===== src/rtl/gpio_evt_pkg.sv =====
package gpio_evt_pkg;
  localparam int unsigned NPIN   = 54;
  localparam int unsigned WORD   = 32;
  localparam int unsigned NGRP   = 3;
  localparam int unsigned ADDR_W = 4;
  // first pin of each group, plus end marker
  localparam int unsigned GRP_EDGE [NGRP+1] = '{0, 28, 46, 54};

  typedef enum logic [2:0] {
    S_DIR  = 3'd0,
    S_OUT  = 3'd1,
    S_RISE = 3'd2,
    S_FALL = 3'd3,
    S_EVT  = 3'd4,
    S_LVL  = 3'd5
  } reg_sel_e;

  function automatic logic [NPIN-1:0] grp_mask(input int unsigned g);
    logic [NPIN-1:0] m;
    for (int unsigned p = 0; p < NPIN; p++)
      m[p] = (p >= GRP_EDGE[g]) && (p < GRP_EDGE[g+1]);
    return m;
  endfunction
endpackage


===== src/rtl/gpio_evt_sync.sv =====
module gpio_evt_sync #(
  parameter int unsigned W      = 54,
  parameter int unsigned STAGES = 2   // must be >= 2
) (
  input  logic         clk_i,
  input  logic         rst_ni,
  input  logic [W-1:0] d_i,
  output logic [W-1:0] q_o
);
  logic [STAGES-1:0][W-1:0] st_q;

  always_ff @(posedge clk_i or negedge rst_ni) begin
    if (!rst_ni) st_q <= '0;
    else         st_q <= {st_q[STAGES-2:0], d_i};
  end

  assign q_o = st_q[STAGES-1];
endmodule


===== src/rtl/gpio_evt_cfg.sv =====
module gpio_evt_cfg
  import gpio_evt_pkg::*;
#(
  parameter int unsigned NP = NPIN,
  parameter int unsigned DW = WORD
) (
  input  logic              clk_i,
  input  logic              rst_ni,
  input  logic              we_i,
  input  logic [ADDR_W-1:0] addr_i,
  input  logic [DW-1:0]     wdata_i,
  output logic [DW-1:0]     rdata_o,
  input  logic [NP-1:0]     evt_i,
  input  logic [NP-1:0]     lvl_i,
  output logic [NP-1:0]     dir_o,
  output logic [NP-1:0]     out_o,
  output logic [NP-1:0]     rise_o,
  output logic [NP-1:0]     fall_o,
  output logic [NP-1:0]     clr_o
);
  localparam int unsigned HW  = NP - DW;
  localparam int unsigned PAD = 2*DW - NP;

  logic     hi;
  reg_sel_e sel;
  logic [NP-1:0] dir_q, out_q, rise_q, fall_q;

  assign hi  = addr_i[0];
  assign sel = reg_sel_e'(addr_i[ADDR_W-1:1]);

  // merge one word into a full vector; unused high bits dropped
  function automatic logic [NP-1:0] put(input logic [NP-1:0] cur,
                                        input logic h,
                                        input logic [DW-1:0] d);
    if (h) return {d[HW-1:0], cur[DW-1:0]};
    else   return {cur[NP-1:DW], d};
  endfunction

  function automatic logic [DW-1:0] get(input logic [NP-1:0] v, input logic h);
    if (h) return {{PAD{1'b0}}, v[NP-1:DW]};
    else   return v[DW-1:0];
  endfunction

  always_ff @(posedge clk_i or negedge rst_ni) begin
    if (!rst_ni) begin
      dir_q  <= '0;
      out_q  <= '0;
      rise_q <= '0;
      fall_q <= '0;
    end else if (we_i) begin
      case (sel)
        S_DIR:   dir_q  <= put(dir_q,  hi, wdata_i);
        S_OUT:   out_q  <= put(out_q,  hi, wdata_i);
        S_RISE:  rise_q <= put(rise_q, hi, wdata_i);
        S_FALL:  fall_q <= put(fall_q, hi, wdata_i);
        default: ;
      endcase
    end
  end

  assign clr_o = (we_i && sel == S_EVT) ? put('0, hi, wdata_i) : '0;

  always_comb begin
    case (sel)
      S_DIR:   rdata_o = get(dir_q,  hi);
      S_OUT:   rdata_o = get(out_q,  hi);
      S_RISE:  rdata_o = get(rise_q, hi);
      S_FALL:  rdata_o = get(fall_q, hi);
      S_EVT:   rdata_o = get(evt_i,  hi);
      S_LVL:   rdata_o = get(lvl_i,  hi);
      default: rdata_o = '0;
    endcase
  end

  assign dir_o  = dir_q;
  assign out_o  = out_q;
  assign rise_o = rise_q;
  assign fall_o = fall_q;
endmodule


===== src/rtl/gpio_evt_status.sv =====
module gpio_evt_status #(
  parameter int unsigned NP = 54
) (
  input  logic          clk_i,
  input  logic          rst_ni,
  input  logic [NP-1:0] lvl_i,
  input  logic [NP-1:0] dir_i,
  input  logic [NP-1:0] rise_en_i,
  input  logic [NP-1:0] fall_en_i,
  input  logic [NP-1:0] clr_i,
  output logic [NP-1:0] evt_o
);
  logic [NP-1:0] prev_q, evt_q, hit;

  // only inputs record; a new hit beats a simultaneous clear
  assign hit = ((lvl_i & ~prev_q & rise_en_i) |
                (~lvl_i & prev_q & fall_en_i)) & ~dir_i;

  always_ff @(posedge clk_i or negedge rst_ni) begin
    if (!rst_ni) begin
      prev_q <= '0;
      evt_q  <= '0;
    end else begin
      prev_q <= lvl_i;
      evt_q  <= (evt_q & ~clr_i) | hit;
    end
  end

  assign evt_o = evt_q;
endmodule


===== src/rtl/gpio_evt_irq.sv =====
module gpio_evt_irq
  import gpio_evt_pkg::*;
#(
  parameter int unsigned NG = NGRP
) (
  input  logic [NPIN-1:0] evt_i,
  output logic [NG-1:0]   irq_o
);
  for (genvar g = 0; g < NG; g++) begin : g_line
    localparam logic [NPIN-1:0] MASK = grp_mask(g);
    assign irq_o[g] = |(evt_i & MASK);
  end
endmodule


===== src/rtl/gpio_evt_top.sv =====
module gpio_evt_top
  import gpio_evt_pkg::*;
(
  input  logic              clk_i,
  input  logic              rst_ni,
  input  logic [NPIN-1:0]   pin_i,
  output logic [NPIN-1:0]   pin_o,
  output logic [NPIN-1:0]   pin_oe_o,
  input  logic              reg_we_i,
  input  logic [ADDR_W-1:0] reg_addr_i,
  input  logic [WORD-1:0]   reg_wdata_i,
  output logic [WORD-1:0]   reg_rdata_o,
  output logic [NGRP-1:0]   irq_o
);
  logic [NPIN-1:0] lvl, dir, outv, rise_en, fall_en, clr, evt_q;

  gpio_evt_sync #(.W(NPIN), .STAGES(2)) u_sync (
    .clk_i, .rst_ni, .d_i(pin_i), .q_o(lvl)
  );

  gpio_evt_cfg #(.NP(NPIN), .DW(WORD)) u_cfg (
    .clk_i, .rst_ni,
    .we_i(reg_we_i), .addr_i(reg_addr_i), .wdata_i(reg_wdata_i),
    .rdata_o(reg_rdata_o), .evt_i(evt_q), .lvl_i(lvl),
    .dir_o(dir), .out_o(outv), .rise_o(rise_en), .fall_o(fall_en),
    .clr_o(clr)
  );

  gpio_evt_status #(.NP(NPIN)) u_stat (
    .clk_i, .rst_ni, .lvl_i(lvl), .dir_i(dir),
    .rise_en_i(rise_en), .fall_en_i(fall_en), .clr_i(clr), .evt_o(evt_q)
  );

  gpio_evt_irq #(.NG(NGRP)) u_irq (.evt_i(evt_q), .irq_o(irq_o));

  assign pin_o    = outv;
  assign pin_oe_o = dir;
endmodule


===== config.mk =====
export PLATFORM = sky130hd
export DESIGN_NAME = gpio_evt_top
export DESIGN_NICKNAME = d
export VERILOG_FILES = /design/src/rtl/gpio_evt_pkg.sv /design/src/rtl/gpio_evt_sync.sv /design/src/rtl/gpio_evt_cfg.sv /design/src/rtl/gpio_evt_status.sv /design/src/rtl/gpio_evt_irq.sv /design/src/rtl/gpio_evt_top.sv
export SDC_FILE = /design/constraint.sdc
export NUM_CORES = 1
export LEC_CHECK = 0
export BUFFER_PORTS_ARGS = -buffer_cell sky130_fd_sc_hd__clkbuf_2
export CORE_AREA = 2 2 177 179
export CTS_CLUSTER_SIZE = 40
export DETAILED_ROUTE_END_ITERATION = 7
export DIE_AREA = 0 0 179 181
export HOLD_SLACK_MARGIN = 0.08
export PLACE_DENSITY = 0.91
export SLEW_MARGIN = 40
export SYNTH_ARGS = -nofsm -noshare
export SYNTH_HDL_FRONTEND = slang
export SYNTH_SLANG_ARGS = --single-unit

===== constraint.sdc =====
create_clock -name clk_i -period 2.2 [get_ports clk_i]
set_input_delay 0.11 -clock clk_i [delete_from_list [all_inputs] [get_ports clk_i]]
set_output_delay 0.11 -clock clk_i [all_outputs]
set_load 0.02 [all_outputs]

Yosys cells after proc, flatten, opt, wreduce, memory -nomap -nowiden:

Index checks and enable logic that the tools add are counted.

* register bits after elaboration: 432
* input bits: 93
* output and inout port bits: 143
* word-level logic and storage cells: 52

* equality and inequality tests: 5
* multiplexer cells: 9
* bitwise operators: 13
* reduce and logical (&&, ||, !) cells: 13

Operators with widths (count)
* $and A54 B54 Y54: 6
* $not A54 Y54: 4
* $mux W32: 6
* $pmux W32 S6: 1
* $mux W54: 2
* $or A54 B54 Y54: 2
* $reduce_or A28 Y1: 1
* $reduce_and A3 Y1: 8
* $reduce_or A18 Y1: 1
* $reduce_or A8 Y1: 1
* $eq A3 B2 Y1 const B: 2
* $eq A3 B3 Y1 const B: 2
* $eq A3 B1 Y1 const B: 1
* $logic_not A3 Y1: 1
* $logic_and A1 B1 Y1: 1
* $not A1 Y1: 1

Depth between registers and ports, before layout:

Gate-level depths: netlist of the first run.

* depth after elaboration: 6
* gate-level depth with buffers: 7
* gate-level depth less buffers: 3

By module:

A second synthesis of the first run with hierarchy kept.

* cell total of the unflattened synthesis: 1349
* area, all modules: 18654.1 sq um

Modules (own cells, without submodules)
* gpio_evt_cfg: instances 1, cells each 845, area an instance 10973.0 sq um
* gpio_evt_status: instances 1, cells each 324, area an instance 4459.3 sq um
* gpio_evt_sync: instances 1, cells each 162, area an instance 3108.0 sq um
* gpio_evt_irq: instances 1, cells each 18, area an instance 113.9 sq um

Worst setup path before layout of the first run:

Ideal clock, no wire load.

* path type: input to output
* from: input port reg_addr_i[0]
* to: output port reg_rdata_o[0]
* arrival time: 1.494 ns
* required time: 2.090 ns
* path slack: 0.596 ns
* cell stages on the path: 5
* path buffers: 2
* path through: buf_2 buf_1 mux2i_1 o22ai_1 or3_1

* longest elaborated chain between the ends: 2

RTL lines
* from (decl): line gpio_evt_top.sv:10 `input logic [ADDR_W-1:0] reg_addr_i,`
* $mux W32: line gpio_evt_cfg.sv:40 `if (h) return {{PAD{1'b0}}, v[NP-1:DW]};`
* $pmux W32 S6 (*): line gpio_evt_cfg.sv:64 `case (sel)`
* to (decl): line gpio_evt_top.sv:12 `output logic [WORD-1:0] reg_rdata_o,`

Every way passes the cells marked *; elsewhere a longest branch is shown, timed or not.

Worst setup path after layout of the first run:

* from: register u_stat.evt_q[41] (netlist: u_stat.evt_o[41])
* to: output port irq_o[1]

* longest elaborated chain between the ends: 1

RTL lines
* from (decl): line gpio_evt_status.sv:13 `logic [NP-1:0] prev_q, evt_q, hit;`
* from (signal assigned): line gpio_evt_status.sv:25 `evt_q <= (evt_q & ~clr_i) | hit;`
* $reduce_or A18 Y1: line gpio_evt_irq.sv:11 `assign irq_o[g] = |(evt_i & MASK);`
* to (decl): line gpio_evt_top.sv:13 `output logic [NGRP-1:0] irq_o`

Every way passes these cells.

==> summary.md, run 1 <==
| Metric | Value |
|---|---|
| Number of vias after detailed routing | `13514` |
| Setup-failing EPs final | `1` |
| I/O pin cnt | `236` |
| Die area | `32400 µm²` |
| TritonCTS clock tree | `built` |
| Maximum net fanout on the critical path | `3` |
| Worst-skew pair later-pin latency | `550 ps` |
| Ranking of synthesized cells by instance count | `432 x dfrtp_1, 193 x mux2_2, 145 x mux2i_1, 69 x nand2_1, 63 x o22ai_1` |
| Filler instances | `1755` |
| Simple-gate area share of the yosys netlist | `7.14%` |
| Quantity of I/O buffers inserted on ports | `235` |
| Clock buffer count from CTS | `44` |
| CTS root buffer | `clkbuf_16` |
| Post-synthesis instance area | `18100 µm²` |
| Post-synthesis mux area share | `23.0%` |
| Type of destination of the critical path | `primary output` |
| Leakage | `10.2 nW` |
| Final worst path period need | `2230 ps` |
| Footprint of the flip-flops and latches | `10800 µm²` |
| Worst min-delay path class | `input port to asynchronous set/reset pin` |
| Post-synthesis area per instance | `13.7 µm²` |
| Area of the multi-input gates | `6930 µm²` |
| Half-perimeter wire length of the detailed placement result | `32.5 mm` |
| Count of flip-flops with a built-in enable after synthesis | `0` |
| Count of nets left with antenna violations after detail routing | `0` |
| Number of antenna violations at the first check in global routing | `2` |
| Xor/xnor cell area share of the yosys netlist | `0%` |
| Total power per unit cell area | `1000 nW/µm²` |
| Number of synthesized register bits | `432` |
| First-pass GRT wire length | `81.9 mm` |
| Fraction of synthesized cell area taken by the top area cell type | `59.8%` |
| Post-route DRC | `0` |
| Setup slack of the most critical reg-to-reg path | `1080 ps` |
| Number of nets in the synthesized netlist | `1409` |
| Slack of the critical path | `-32.0 ps` |
| Outcome | `finished with violations` |
| Post-synth ARST share | `100%` |
| Number of buffers between clock root and the deepest sink | `3` |
| Fin. Hold Viols | `0` |
| Gr ovfl total | `0` |
| Number of global-route vias before repair | `14213` |
| Count of distinct cell types in the synthesized netlist | `38` |
| DP Worst Slack | `260 ps` |
| Pin count of the biggest net entering global routing | `79` |
| VDD IR max | `0.731 mV` |
| Leading cell type by number of instances after synthesis | `dfrtp_1` |
| Final cell count without fillers | `2079` |
| Fin nets | `1744` |
| Cell count after synthesis | `1316` |
| Cell types occupying the most area after synthesis | `dfrtp_1 60%, mux2_2 12%, mux2i_1 8.0%, mux2_4 2.5%, o22ai_1 2.2%` |
| Crit path kind | `flip-flop to primary output` |
| Total wire length after detailed routing | `53.7 mm` |
| Fraction of the mapped netlist area in compound gates | `7.41%` |
| Depth of the CTS H-tree | `2` |
| Initial cell density of the core | `59.6%` |
| Number of sinks on the clock net | `432` |
| Unrepaired setup endpoints after global routing | `yes` |
| Detailed-routing iteration count for the pre-antenna-repair pass | `5` |
| Horiz. Die Dim | `179 µm` |
| Number of placement rows | `64` |
| Max-capacitance violation count | `0` |
| Core region area | `30300 µm²` |
| Measured slew at the worst slew-check pin | `841 ps` |
| Share of the clock period used by the worst path | `101%` |
| Share of synthesized area occupied by flip-flops and latches | `59.8%` |
| Required arrival time at the worst endpoint | `2090 ps` |
| Clock transition time at the flip-flop clock pins of the worst setup and hold paths | `60 ps` |
| Adder and majority gate portion of the synthesized area | `0%` |
| Violations in the final reports | `setup timing` |
| Placed cell count | `1911` |
| Share of layout cells above drive strength 1 | `36.4%` |
| Reg2Reg Depth | `3` |
| Count of yosys warnings during synthesis | `0` |
| Total global routing track utilization | `33.3%` |
| Average vias per placed instance | `6.50` |
| Final-report max-slew violation count | `0` |
| Global placement routability congestion | `0.907` |
| Worst reg2reg path endpoint | `u_stat.evt_o[45]` |
| Dominant combinational cell family by area after synthesis | `multiplexers` |
| Die Ht | `181 µm` |
| Fmax achieved | `448 MHz` |
| Initial drt markers | `1414` |
| Startpoint class of the critical path | `flip-flop` |
| Startpoint of the lowest-slack register-to-register path | `u_sync.q_o[45]` |
| Predominant post-synthesis flop cell | `dfrtp_1` |
| Layout Area Growth over Synthesis | `23.4%` |
| Crit path arrival time | `2120 ps` |
| Worst clock skew | `23.1 ps` |
| Routed wirelength normalized by instance count | `25.8 µm` |
| Post-synthesis cell type with the largest combined area | `dfrtp_1` |
| Worst max-slew margin expressed relative to the limit | `44.0%` |
==> metrics by stage <==
step	util, %	TNS [ps]	area (µm²)	power, mW	hold slack (ps)
after floorplan	-	0	18100	12.9	-186
after global placement	65.6	0	19900	14.4	154
after detailed placement	65.6	0	19900	14.7	151
after CTS	73.4	-51.5	22300	22.1	124
after global routing	73.5	-58.8	22300	23.1	153
final	73.5	-32.0	22300	22.3	148
==> layout make-up <==
type | instances | share of cell area [%]
multi-input cells | 790 | 31.0
clock buffers | 59 | 5.56
repair buffers | 383 | 12.0
diodes | 1 | 0.0112
clock inverters | 18 | 0.706
flip-flops and latches | 432 | 48.4
well taps | 396 | 2.22
==> cell families after synthesis <==
group                  Yosys count
AO/OA/AOI/OAI                  185
multiplexers                   373
flip-flops                     432
AND/OR/NAND/NOR                232
buffers and inverters           94
==> registers in the layout (all words and copies together) (netlist names) <==
name / count
u_cfg.dir_o: 54
u_cfg.fall_o: 54
u_cfg.out_o: 54
u_cfg.rise_o: 54
u_stat.evt_o: 54
u_stat.prev_q: 54
u_sync.q_o: 54
u_sync.st_q: 54
==> metal layers <==
metal	routed length, µm	GRT usage (%)	vias up
li1	-	-	5530
met1	19400	41.5	6803
met2	25400	52.3	898
met3	5300	8.90	281
met4	3500	19.3	2
met5	13	0	-
==> layout by cell type (no fill, tap or decap), types with 3 or more instances in the layout <==
cell / Yosys / layout
clkbuf_16: 0 / 46
mux2_4: 30 / 30
o22ai_1: 63 / 63
clkinv_2: 0 / 13
clkbuf_8: 0 / 4
nand3b_1: 52 / 52
o22a_1: 29 / 29
or3_1: 21 / 21
clkbuf_2: 20 / 231
buf_12: 0 / 12
buf_4: 5 / 49
nand3_1: 56 / 55
clkbuf_1: 20 / 9
a21oi_1: 25 / 25
mux2i_1: 145 / 145
o2bb2ai_1: 29 / 29
mux2_2: 193 / 193
dfrtp_1: 432 / 432
or3b_2: 3 / 3
o221ai_1: 9 / 9
mux4_2: 3 / 3
a211o_1: 3 / 3
dlygate4sd3_1: 0 / 87
a21o_1: 25 / 25
nand2_1: 69 / 69
nor4_4: 0 / 5
nor4_1: 12 / 6
nor2_2: 2 / 3
==> worst max-delay path, cell delays in order, from the launching register on <==
cell,delay [ps]
dfrtp_1,420
or4_4,490
or4_4,510
buf_8,150
==> how the worst max path moves through the flow <==
stage	startpoint	to	slack, ps	cells past startpoint
floorplan	reg_addr_i[0]	reg_rdata_o[0]	600	5
detailed placement	u_stat.evt_o[32]	irq_o[1]	260	4
finish	u_stat.evt_o[41]	irq_o[1]	-30	3
CTS	u_stat.evt_o[42]	irq_o[1]	-50	3
global route	u_stat.evt_o[41]	irq_o[1]	-60	3
global placement	u_stat.evt_o[32]	irq_o[1]	250	4
==> what timing repair did <==
| item | CTS | global route |
|---|---|---|
| gates resized for setup | 14 | 4 |
| setup buffers | 2 | 1 |
| setup endpoints to repair | 2 | 2 |
| hold endpoints to repair | 446 | 0 |
| cloned | 0 | 0 |
| pin swaps | 3 | 0 |
| hold buffers | 87 | 0 |
==> power breakdown <==
part           switching, mW  internal, mW  leakage, nW
Combinational           2.35          2.06         4.50
Clock                   3.12          4.20        0.697
Sequential              1.38          9.23         5.05
Note: power is estimated with default switching activity, not from simulation.
==> run 2, diff against run 1 <==
Settings changed: SKIP_LAST_GASP from default to 1.
==> summary.md, run 2 (same netlist as run 1, synthesis figures left out) <==
| Metric | Value |
|---|---|
| Fin. Hold Viols | `0` |
| Number of vias after detailed routing | `13568` |
| Final-report max-slew violation count | `0` |
| Filler instances | `1754` |
| Half-perimeter wire length of the detailed placement result | `32.5 mm` |
| Share of power burned in combinational logic | `19.8%` |
| Proportion of total power due to net switching | `30.7%` |
| Final-layout setup total negative slack | `-36.2 ps` |
| Detailed-routing iteration count for the pre-antenna-repair pass | `5` |
| Outcome | `finished with violations` |
| Horiz. Die Dim | `179 µm` |
| Share of layout cells above drive strength 1 | `36.4%` |
| Crit path kind | `flip-flop to primary output` |
| Violations in the final reports | `setup timing` |
| Number of buffers between clock root and the deepest sink | `3` |
| Average vias per placed instance | `6.52` |
| Die Ht | `181 µm` |
| Setup slack of the most critical reg-to-reg path | `1070 ps` |
| Reported net switching power | `6.86 mW` |
| Worst min-delay path class | `input port to asynchronous set/reset pin` |
| Share of power burned in registers | `47.5%` |
| Routed wirelength normalized by instance count | `25.9 µm` |
| Startpoint class of the critical path | `flip-flop` |
| Fmax achieved | `447 MHz` |
| Layout Area Growth over Synthesis | `23.5%` |
| Worst-skew pair later-pin latency | `550 ps` |
| Initial cell density of the core | `59.6%` |
| CTS root buffer | `clkbuf_16` |
| Unrepaired setup endpoints after global routing | `yes` |
| Required arrival time at the worst endpoint | `2090 ps` |
| Die area | `32400 µm²` |
| Critical path buffers and inverters | `1` |
| Area after detailed placement | `19900 µm²` |
| Number of placement rows | `64` |
| VDD IR max | `0.730 mV` |
| CP cell instances | `or4_4 > or4_4 > buf_8` |
| Post-route DRC | `0` |
| Commonest cells after routing, fill and taps aside | `432 x dfrtp_1, 231 x clkbuf_2, 193 x mux2_2` |
| Core region area | `30300 µm²` |
| Placed cell count | `1911` |
| Number of antenna violations at the first check in global routing | `2` |
| Slack of the critical path | `-36.2 ps` |
| Area of the multi-input gates | `6930 µm²` |
| Final worst path period need | `2240 ps` |
| Global placement routability congestion | `0.907` |
| Peak per-stage delay on the critical path | `530 ps` |
| Share of the clock period used by the worst path | `102%` |
| Measured slew at the worst slew-check pin | `827 ps` |
| Internal Dissipation | `15.5 mW` |
| Initial drt markers | `1353` |
| Gr ovfl total | `0` |
| Max-capacitance violation count | `0` |
| Slowest library cell on the worst path | `or4_4` |
| Final core utilization | `73.6%` |
| I/O pin cnt | `236` |
| Total global routing track utilization | `33.3%` |
| Quantity of I/O buffers inserted on ports | `235` |
| Total power draw | `22.3 mW` |
| Count of nets left with antenna violations after detail routing | `0` |
| Number of global-route vias before repair | `14213` |
| Total wire length after detailed routing | `53.9 mm` |
| Leakage | `10.3 nW` |
| Crit path arrival time | `2130 ps` |
| Maximum net fanout on the critical path | `2` |
| Worst clock skew | `22.8 ps` |
| Depth of the CTS H-tree | `2` |
| Top Family by Delay on Critical Path | `simple AND/OR/NAND/NOR gates` |
| Post-route design area | `22300 µm²` |
| Number of sinks on the clock net | `432` |
| Fin nets | `1745` |
| Clock buffer count from CTS | `44` |
| Most common library cell in the layout ignoring fill and taps | `dfrtp_1` |
| TritonCTS clock tree | `built` |
| Worst max-slew margin expressed relative to the limit | `44.9%` |
| Clock transition time at the flip-flop clock pins of the worst setup and hold paths | `60 ps` |
| First-pass GRT wire length | `81.9 mm` |
| Type of destination of the critical path | `primary output` |
| Setup-failing EPs final | `1` |
| Crit path top cell by count | `or4_4` |
| Proportion of power drawn by the clock network | `32.8%` |
| Pin count of the biggest net entering global routing | `79` |
| Final cell count without fillers | `2080` |
| Total power per unit cell area | `1000 nW/µm²` |
| Footprint of the flip-flops and latches | `10800 µm²` |
## run 2: cell count changes in the layout (fill, tap and decap cells not counted)
| cell | delta |
|---|---|
| buf_4 | +1 |
## run 2: final cells by class
type                       count  share of cell area [%]
timing repair buffer         384                    12.1
sequential                   432                    48.4
tap                          396                    2.22
clock buffer                  59                    5.55
clock inverter                18                   0.706
antenna                        1                  0.0112
multi-input combinational    790                    31.0
## run 2: power by group through the flow
stage / Combinational (mW) / Sequential [mW] / Clock (mW)
final: 4.42 / 10.6 / 7.32
after floorplan: 2.18 / 10.7 / 0
after detailed placement: 4.11 / 10.6 / 0
after CTS: 4.32 / 10.5 / 7.29
after global routing: 4.68 / 10.7 / 7.69
after global placement: 3.96 / 10.5 / 0
## run 2: layer usage
| metal | track usage [%] | share of wire, % | up-vias | wire length, µm |
|---|---|---|---|---|
| met5 | 0 | 0.024 | - | 13 |
| met4 | 19.3 | 6.5 | 2 | 3510 |
| met3 | 8.90 | 9.9 | 274 | 5340 |
| met2 | 52.3 | 47 | 919 | 25500 |
| met1 | 41.5 | 36 | 6840 | 19500 |
| li1 | - | - | 5533 | - |
## run 2: final timing paths
path                                   from               end  depth (start not counted)
max                        u_stat.evt_o[43]          irq_o[1]                          3
min                                  rst_ni   u_sync.st_q[34]                          2
max reg2reg                  u_sync.q_o[45]  u_stat.evt_o[45]                          3
min reg2reg                 u_sync.st_q[19]    u_sync.q_o[19]                          0
max in group asynchronous            rst_ni    u_sync.q_o[32]                          4
min in group clk_i                 reg_we_i   u_stat.evt_o[1]                          4
## run 2: what timing repair did
item                                    in CTS  in global routing
gates cloned                                 0                  0
gates resized for setup                     14                  4
hold buffers                                87                  0
buffers inserted                             2                  2
endpoints found under the hold margin      446                  0
endpoints found under the setup margin       2                  2
pin swaps                                    2                  0
## run 2: metrics by stage
| step | hold WS [ps] | setup WS (ps) |
|---|---|---|
| after global placement | 154 | 254 |
| after CTS | 124 | -53.5 |
| after floorplan | -186 | 596 |
| after global routing | 153 | -53.5 |
| after detailed placement | 151 | 260 |
| final | 146 | -36.2 |
